`config.mk`:
```
export PLATFORM = sky130hd
export DESIGN_NAME = pair_issue_top
export DESIGN_NICKNAME = d
export VERILOG_FILES = /design/src/rtl/pair_pkg.sv /design/src/rtl/pair_hazard_dp.sv /design/src/rtl/pair_issue_ctl.sv /design/src/rtl/pair_issue_top.sv
export SDC_FILE = /design/constraint.sdc
export NUM_CORES = 1
export LEC_CHECK = 0
export BUFFER_PORTS_ARGS = -buffer_cell sky130_fd_sc_hd__clkbuf_2
export CORE_MARGIN = 2
export CORE_UTILIZATION = 42
export DETAILED_ROUTE_END_ITERATION = 6
export GPL_ROUTABILITY_DRIVEN = 1
export PLACE_DENSITY_LB_ADDON = 0.05
export REMOVE_ABC_BUFFERS = 1
export SKIP_LAST_GASP = 1
export SLEW_MARGIN = 10
export SYNTH_ARGS = -nofsm -noshare
export SYNTH_HDL_FRONTEND = slang
export SYNTH_SLANG_ARGS = --single-unit
```
`constraint.sdc`:
```
create_clock -name clk -period 4.1 [get_ports clk]
set_clock_uncertainty 0.1 [all_clocks]
set_input_delay 1.025 -clock clk [delete_from_list [all_inputs] [get_ports clk]]
set_output_delay 1.025 -clock clk [all_outputs]
set_load 0.02 [all_outputs]
```
`src/rtl/pair_pkg.sv`:
```
package pair_pkg;

  typedef enum logic [2:0] {
    CLS_ALU    = 3'd0,
    CLS_MEM    = 3'd1,
    CLS_SHIFT  = 3'd2,
    CLS_MUL    = 3'd3,
    CLS_DIV    = 3'd4,
    CLS_BRANCH = 3'd5,
    CLS_FPADD  = 3'd6,
    CLS_X87    = 3'd7
  } uopCls_e;

  // Strobes from the hazard datapath to the issue control
  typedef struct packed {
    logic       vld0;
    logic       vld1;
    logic       adjacent;
    logic       regRaw;
    logic       flagRaw;
    logic       waw;
    logic       dual;
    logic       bothX87;
    logic [1:0] cap0;   // bit0: port 0 usable, bit1: port 1 usable
    logic [1:0] cap1;
  } pairStrobe_t;

  function automatic logic [1:0] portCaps(input logic [2:0] cls);
    logic [1:0] caps;
    case (uopCls_e'(cls))
      CLS_ALU:               caps = 2'b11;
      CLS_BRANCH, CLS_FPADD: caps = 2'b10;
      default:               caps = 2'b01;
    endcase
    return caps;
  endfunction

endpackage

```
`src/rtl/pair_hazard_dp.sv`:
```
module pair_hazard_dp
  import pair_pkg::*;
#(
  parameter int REG_W  = 5,
  parameter int ADDR_W = 16,
  parameter int LEN_W  = 4,
  parameter int NSRC   = 2
) (
  input  logic                   u0Vld,
  input  logic [ADDR_W-1:0]      u0Pc,
  input  logic [LEN_W-1:0]       u0Len,
  input  logic [2:0]             u0Cls,
  input  logic [REG_W-1:0]       u0Dst,
  input  logic                   u0DstVld,
  input  logic                   u0FlagWr,
  input  logic                   u0DualPort,
  input  logic [ADDR_W-1:0]      u0Target,
  input  logic                   u1Vld,
  input  logic [ADDR_W-1:0]      u1Pc,
  input  logic [2:0]             u1Cls,
  input  logic [NSRC*REG_W-1:0]  u1Src,
  input  logic [NSRC-1:0]        u1SrcVld,
  input  logic [REG_W-1:0]       u1Dst,
  input  logic                   u1DstVld,
  input  logic                   u1FlagRd,
  input  logic                   u1DualPort,
  input  logic                   u1CondJmp,
  output pairStrobe_t            strobe
);

  logic [NSRC-1:0]   srcHit;
  logic [ADDR_W-1:0] fallThru;

  for (genvar i = 0; i < NSRC; i++) begin : g_srcCmp
    assign srcHit[i] = u1SrcVld[i] && u0DstVld &&
                       (u1Src[i*REG_W +: REG_W] == u0Dst);
  end

  assign fallThru = u0Pc + ADDR_W'(u0Len);

  always_comb begin
    strobe.vld0     = u0Vld;
    strobe.vld1     = u1Vld;
    strobe.adjacent = (u1Pc == fallThru) ||
                      ((uopCls_e'(u0Cls) == CLS_BRANCH) && (u0Target == u1Pc));
    strobe.regRaw   = |srcHit;
    strobe.flagRaw  = u0FlagWr && u1FlagRd && !u1CondJmp;
    strobe.waw      = u0DstVld && u1DstVld && (u0Dst == u1Dst);
    strobe.dual     = u0DualPort || u1DualPort;
    strobe.bothX87  = (uopCls_e'(u0Cls) == CLS_X87) && (uopCls_e'(u1Cls) == CLS_X87);
    strobe.cap0     = portCaps(u0Cls);
    strobe.cap1     = portCaps(u1Cls);
  end

endmodule

```
`src/rtl/pair_issue_ctl.sv`:
```
module pair_issue_ctl
  import pair_pkg::*;
(
  input  logic        clk,
  input  logic        rstN,
  input  pairStrobe_t strobe,
  output logic [1:0]  issueCnt,
  output logic        slot0Port,
  output logic        slot1Port,
  output logic        x87Bubble
);

  logic       keepOrder;   // slot 0 on port 0, slot 1 on port 1
  logic       swapOrder;   // slot 0 on port 1, slot 1 on port 0
  logic       canPair;
  logic [1:0] nextCnt;
  logic       nextP0;
  logic       nextP1;
  logic       nextBub;

  always_comb begin
    keepOrder = strobe.cap0[0] && strobe.cap1[1];
    swapOrder = strobe.cap0[1] && strobe.cap1[0];
    canPair   = strobe.vld0 && strobe.vld1 && strobe.adjacent &&
                !strobe.regRaw && !strobe.flagRaw && !strobe.waw &&
                !strobe.dual && !strobe.bothX87 && (keepOrder || swapOrder);
    nextCnt = 2'd0;
    nextP0  = 1'b0;
    nextP1  = 1'b0;
    nextBub = 1'b0;
    if (strobe.vld0) begin
      if (canPair) begin
        nextCnt = 2'd2;
        nextP0  = !keepOrder;
        nextP1  = keepOrder;
      end else begin
        nextCnt = 2'd1;
        nextP0  = !strobe.cap0[0];
      end
      nextBub = strobe.vld1 && strobe.bothX87;
    end
  end

  always_ff @(posedge clk) begin
    if (!rstN) begin
      issueCnt  <= 2'd0;
      slot0Port <= 1'b0;
      slot1Port <= 1'b0;
      x87Bubble <= 1'b0;
    end else begin
      issueCnt  <= nextCnt;
      slot0Port <= nextP0;
      slot1Port <= nextP1;
      x87Bubble <= nextBub;
    end
  end

endmodule

```
`src/rtl/pair_issue_top.sv`:
```
module pair_issue_top
  import pair_pkg::*;
#(
  parameter int REG_W  = 5,
  parameter int ADDR_W = 16,
  parameter int LEN_W  = 4,
  parameter int NSRC   = 2
) (
  input  logic                   clk,
  input  logic                   rstN,
  input  logic                   u0Vld,
  input  logic [ADDR_W-1:0]      u0Pc,
  input  logic [LEN_W-1:0]       u0Len,
  input  logic [2:0]             u0Cls,
  input  logic [REG_W-1:0]       u0Dst,
  input  logic                   u0DstVld,
  input  logic                   u0FlagWr,
  input  logic                   u0DualPort,
  input  logic [ADDR_W-1:0]      u0Target,
  input  logic                   u1Vld,
  input  logic [ADDR_W-1:0]      u1Pc,
  input  logic [2:0]             u1Cls,
  input  logic [NSRC*REG_W-1:0]  u1Src,
  input  logic [NSRC-1:0]        u1SrcVld,
  input  logic [REG_W-1:0]       u1Dst,
  input  logic                   u1DstVld,
  input  logic                   u1FlagRd,
  input  logic                   u1DualPort,
  input  logic                   u1CondJmp,
  output logic [1:0]             issueCnt,
  output logic                   slot0Port,
  output logic                   slot1Port,
  output logic                   x87Bubble
);

  pairStrobe_t strobe;

  pair_hazard_dp #(
    .REG_W(REG_W), .ADDR_W(ADDR_W), .LEN_W(LEN_W), .NSRC(NSRC)
  ) u_dp (
    .u0Vld(u0Vld), .u0Pc(u0Pc), .u0Len(u0Len), .u0Cls(u0Cls),
    .u0Dst(u0Dst), .u0DstVld(u0DstVld), .u0FlagWr(u0FlagWr),
    .u0DualPort(u0DualPort), .u0Target(u0Target),
    .u1Vld(u1Vld), .u1Pc(u1Pc), .u1Cls(u1Cls), .u1Src(u1Src),
    .u1SrcVld(u1SrcVld), .u1Dst(u1Dst), .u1DstVld(u1DstVld),
    .u1FlagRd(u1FlagRd), .u1DualPort(u1DualPort), .u1CondJmp(u1CondJmp),
    .strobe(strobe)
  );

  pair_issue_ctl u_ctl (
    .clk(clk), .rstN(rstN), .strobe(strobe),
    .issueCnt(issueCnt), .slot0Port(slot0Port),
    .slot1Port(slot1Port), .x87Bubble(x87Bubble)
  );

endmodule

```
# == Word-level counts from Yosys, hierarchy flattened ==
# Cells that the tools add are included.
# word_totals
reg_bits,5
input_bits,91
output_inout_bits,5
# classes
addsub,1
eq_ne,11
muxes,4
n_reduce_logical,39
# op_table
op,count
$eq 16x16->1,2
$logic_and 1x1->1,21
$eq 3x3->1 const B,6
$add 16x4->16,1
$eq 5x5->1,3
$logic_not 1->1,8
$pmux 2 s2,2
$logic_not 3->1,2
$reduce_or 2->1,3
$logic_or 1x1->1,3
$reduce_and 3->1,1
$mux 2,1
$reduce_and 2->1,1
$mux 1,1

# == Longest topological paths before layout ==
# logic_depth
ltp_word,11
ltp_mapped,10

# == Hierarchy ==
# From an unflattened synthesis, not the netlist that was laid out.
# unflattened
hier_cells,157
hier_area_um2,1244.9
# modules_own_cells
mod,n_inst,cells_per_inst,area_per_inst_um2
pair_hazard_dp,1,139,1048.5
pair_issue_ctl,1,18,196.4

# == Worst setup path before layout ==
# No wires, ideal clock.
# synth_timing
path_kind,input to register
from,input u0Pc[0]
to,register u_ctl.slot1Port
t_arrival_ps,3613
required_time_ps,3900
setup_slack_ps,287
path_stages,10
cell_sequence,ha_1 > fa_1 > nand3_2 > and2_1 > buf_6 > or4_4 > a2111oi_2 > nand4b_1 > or4b_4 > a2111oi_4
# synth_between
elab_chain_cells,11
# synth_lines
element,line_no,text
"start, declared",pair_issue_top.sv:12,"input logic [ADDR_W-1:0] u0Pc,"
$add 16x4->16,pair_hazard_dp.sv:39,assign fallThru = u0Pc + ADDR_W'(u0Len);
$eq 16x16->1,pair_hazard_dp.sv:44,strobe.adjacent = (u1Pc == fallThru) ||
$logic_or 1x1->1,pair_hazard_dp.sv:44,
$logic_and 1x1->1 (2 in a row),pair_issue_ctl.sv:24,canPair = strobe.vld0 && strobe.vld1 && strobe.adjacent &&
$logic_and 1x1->1 (3 in a row),pair_issue_ctl.sv:25,!strobe.regRaw && !strobe.flagRaw && !strobe.waw &&
$logic_and 1x1->1 (2 in a row),pair_issue_ctl.sv:26,!strobe.dual && !strobe.bothX87 && (keepOrder || swapOrder);
$reduce_and 3->1 (no source line),-,
"end signal, assigned",pair_issue_ctl.sv:53,slot1Port <= nextP1;
"end, declared",pair_issue_ctl.sv:9,"output logic slot1Port,"
# No other way between the ends.
# A chain may end at the register's enable or synchronous reset.

# == Worst setup path after layout ==
# Same ends and word-level chain as after synthesis.

==> impl_metrics.prom <==
# TYPE chip_impl_metric gauge
chip_impl_metric{name="irDropWorstVdd",unit="V"} 0.0000622
chip_impl_info{name="cts_root_buf",value="sky130_fd_sc_hd__clkbuf_4"} 1
chip_impl_metric{name="mappedNetlistArea",unit="um^2"} 1340
chip_impl_metric{name="post_synth.cell_area_avg",unit="um^2"} 7.61
chip_impl_metric{name="clock-sinks",unit=""} 5
chip_impl_info{name="grt_setup_unrepaired",value="false"} 1
chip_impl_info{name="status",value="finished, final reports clean"} 1
chip_impl_info{name="whs_endpoint",value="u_ctl.slot0Port$_SDFF_PN0_"} 1
chip_impl_metric{name="layout.cell_area.non_filler",unit="um^2"} 1890
chip_impl_metric{name="clock_tree.buffer_depth",unit=""} 2
chip_impl_metric{name="asyncSetResetFlopFracSynth",unit="%"} 0
chip_impl_metric{name="floorplan.die.height",unit="um"} 60.5
chip_impl_metric{name="num_antenna_cells",unit=""} 0
chip_impl_metric{name="drive_gt1_share",unit="%"} 40.9
chip_impl_metric{name="fin_tns_setup",unit="ns"} 0
chip_impl_metric{name="post-synth-top-area-fraction",unit="%"} 22.2
chip_impl_metric{name="tritoncts.num_buffers",unit=""} 3
chip_impl_metric{name="finish.net_count",unit=""} 371
chip_impl_metric{name="routabilityCongestion",unit=""} 0.830
chip_impl_metric{name="synth.yosys.warnings",unit=""} 0
chip_impl_metric{name="utilization",unit="%"} 62.0
chip_impl_metric{name="grt_pass1_wl",unit="mm"} 5.49
chip_impl_info{name="timing.critical_path.cells",value="clkbuf_2 > ha_1 > fa_1 > nand3_2 > and2_1 > or4_4 > a2111oi_2 > nand4b_1 > or4b_4 > a2111oi_4"} 1
chip_impl_metric{name="ioPinCount",unit=""} 96
chip_impl_metric{name="postCtsHoldBufs",unit=""} 0
chip_impl_metric{name="layout_stage_area_growth_over_the_synthesis_result",unit="%"} 41.3
chip_impl_metric{name="drcViolationCount",unit=""} 0
chip_impl_metric{name="timing.fmax",unit="GHz"} 0.266
chip_impl_info{name="path_class",value="in -> reg"} 1
chip_impl_metric{name="required",unit="ns"} 4.13
chip_impl_info{name="timing.hold.worst.class",value="in -> reg"} 1
chip_impl_metric{name="final-instance-count-excl-fill",unit=""} 318
chip_impl_metric{name="placementRows",unit=""} 20
chip_impl_metric{name="max_cap_violations",unit=""} 0
chip_impl_metric{name="worst-path-max-fanout",unit=""} 5
chip_impl_metric{name="leakage",unit="nW"} 0.835
chip_impl_metric{name="avgViaCountPerCell",unit=""} 5.24
chip_impl_metric{name="multi_input_comb_area",unit="um^2"} 1210
chip_impl_info{name="synth.top_cells.by_area",value="sky130_fd_sc_hd__xnor2_1, sky130_fd_sc_hd__xor2_1, sky130_fd_sc_hd__dfxtp_1"} 1
chip_impl_metric{name="dpl.hpwl",unit="mm"} 3.31
chip_impl_info{name="worst_setup_path_end_kind",value="flop"} 1
chip_impl_info{name="cts_tree",value="built"} 1
chip_impl_info{name="critical-path-slowest-cell",value="sky130_fd_sc_hd__or4_4"} 1
chip_impl_metric{name="route.antenna.remaining_nets",unit=""} 0
chip_impl_metric{name="first_pass_iteration_count_of_the_detailed_router",unit=""} 4
chip_impl_metric{name="drt-total-wl",unit="mm"} 3.64
chip_impl_metric{name="synth_edf_count",unit=""} 0
chip_impl_metric{name="via_count_of_the_first_global_routing_pass",unit=""} 1312
chip_impl_metric{name="numPortBuffers",unit=""} 95
chip_impl_metric{name="ys_seq_elements",unit=""} 5
chip_impl_metric{name="globalRouteTotalUtil",unit="%"} 19.6
chip_impl_metric{name="die_x",unit="um"} 60.5
chip_impl_info{name="layout.cells.most_common",value="sky130_fd_sc_hd__clkbuf_2"} 1
chip_impl_metric{name="post_drt_wl_per_cell",unit="um"} 11.4
chip_impl_metric{name="cts_max_level",unit=""} 1
chip_impl_info{name="synth_flop_cell",value="sky130_fd_sc_hd__dfxtp_1"} 1
chip_impl_metric{name="worst_slack",unit="ns"} 0.342
chip_impl_metric{name="timing.critical_path.arrival",unit="ns"} 3.79
chip_impl_metric{name="fin_crit_sh",unit="%"} 91.7
chip_impl_metric{name="slew_violations",unit=""} 0
chip_impl_metric{name="start_util",unit="%"} 43.9
chip_impl_metric{name="final.fill_count",unit=""} 314
chip_impl_metric{name="placement.cell_area",unit="um^2"} 1870
chip_impl_metric{name="vias",unit=""} 1665
chip_impl_metric{name="netlist-cell-type-count",unit=""} 47
chip_impl_metric{name="drt_iter0_drcs",unit=""} 73
chip_impl_info{name="synthDominantAreaCellType",value="sky130_fd_sc_hd__xnor2_1"} 1
chip_impl_metric{name="sequential_cell_area_fraction_in_the_yosys_report",unit="%"} 7.48
chip_impl_metric{name="max-slew-margin-rel",unit="%"} 66.3
chip_impl_metric{name="grt_max_degree",unit=""} 8
chip_impl_metric{name="postSynthCellCount",unit=""} 176
chip_impl_metric{name="final_period_minus_worst_setup_slack",unit="ns"} 3.76
chip_impl_metric{name="seqCellArea",unit="um^2"} 100
chip_impl_metric{name="cts.repair_timing.setup_buffer_count",unit=""} 0
chip_impl_metric{name="core-area",unit="um^2"} 3050
chip_impl_metric{name="final_setup_fails",unit=""} 0
chip_impl_info{name="final_cell_mix",value="sky130_fd_sc_hd__clkbuf_2, sky130_fd_sc_hd__xnor2_1, sky130_fd_sc_hd__nand2_1"} 1
chip_impl_metric{name="dp_cells",unit=""} 314
chip_impl_metric{name="grt_antenna_before_repair",unit=""} 0
chip_impl_metric{name="overflow",unit=""} 0
chip_impl_info{name="min_from",value="rstN"} 1
chip_impl_metric{name="timing_hold_violations_final",unit=""} 0
chip_impl_metric{name="timing.critical_path.slowest_cell_delay",unit="ns"} 0.53
chip_impl_metric{name="cellPowerDensity",unit="nW/um^2"} 156
chip_impl_metric{name="min_delay_path_depth",unit=""} 3
chip_impl_metric{name="design_power_total",unit="mW"} 0.295
chip_impl_metric{name="design.die.area",unit="um^2"} 3660
chip_impl_metric{name="whs",unit="ns"} 0.945
chip_impl_metric{name="clkTransAtPathRegs",unit="ns"} 0.04
chip_impl_info{name="timing.critical_path.from_type",value="input pin"} 1
chip_impl_metric{name="dp_slack",unit="ns"} 0.128
chip_impl_metric{name="ctsResizeCount",unit=""} 0
chip_impl_metric{name="worstMarginPinSlew",unit="ns"} 0.499
worst max-delay path by stage:
stage | slack [ns] | depth (start not counted) | endpoint | startpoint
finish | 0.34 | 10 | u_ctl.slot1Port$_SDFF_PN0_ | u0Pc[0]
global route | 0.20 | 10 | u_ctl.slot1Port$_SDFF_PN0_ | u0Pc[0]
CTS | 0.36 | 10 | u_ctl.slot1Port$_SDFF_PN0_ | u0Pc[0]
detailed placement | 0.13 | 10 | u_ctl.slot1Port$_SDFF_PN0_ | u0Pc[0]
global placement | 0.18 | 10 | u_ctl.slot1Port$_SDFF_PN0_ | u0Pc[0]
floorplan | 0.34 | 9 | u_ctl.slot1Port$_SDFF_PN0_ | u0Pc[0]
worst max-delay path, delay by kind of cell:
family	cells	cell delay (ns)
AOI/OAI and AO/OA	2	0.77
adders and majority gates	2	0.40
buffers and inverters	1	0.08
and+or+nand+nor	5	1.52
where the power goes:
| group | switching [mW] | internal (mW) | total [mW] | leakage, nW |
|---|---|---|---|---|
| registers | 0.000163 | 0.0496 | 0.0498 | 0.0406 |
| logic | 0.0963 | 0.0937 | 0.190 | 0.780 |
| clock network | 0.0190 | 0.0367 | 0.0557 | 0.0150 |
cell families (layout without fill, tap and decap cells):
| logic type | Yosys count | after routing | share of synthesized area (%) |
|---|---|---|---|
| AND/OR/NAND/NOR | 80 | 80 | 33.7 |
| XOR/XNOR | 53 | 53 | 34.7 |
| AO/OA/AOI/OAI | 28 | 28 | 16.9 |
| adder cells (fa/ha/maj) | 5 | 5 | 5.23 |
| flip-flops | 5 | 5 | 7.48 |
| buffers and inverters | 5 | 103 | 1.96 |
synth_stat cells (all sizes together), types with 2 or more instances:
master,instances
a31oi,5
a21oi,5
ha,4
o311ai,2
and4,3
or2,2
nor2b,2
nor2,5
dfxtp,5
inv,2
xnor2,34
nand3,7
xor2,19
clkbuf,2
nor4,4
nand2,21
and3,5
o21ai,3
nand4,13
a211oi,2
a2111oi,2
nor3,9
or4,3
state kept, by name (all words and copies together), names as in the netlist:
register / flops
u_ctl.slot0Port: 1
u_ctl.slot1Port: 1
u_ctl.issueCnt: 2
u_ctl.x87Bubble: 1
metal layers:
layer / track usage (%) / vias to the layer above / share of wire [%]
met4: 5.59 / 0 / 1.7
li1: - / 856 / -
met3: 2.13 / 8 / 9.2
met2: 30.7 / 83 / 43
met5: 0 / - / 0
met1: 28.4 / 718 / 46
layout make-up:
cell class / count / share of cell area, %
flip-flops and latches: 5 / 5.29
well taps: 44 / 2.91
repair buffers: 97 / 25.9
multi-input cells: 166 / 64.1
inverters: 2 / 0.397
clock buffers: 4 / 1.39
Power figures use the tool's default switching activity.
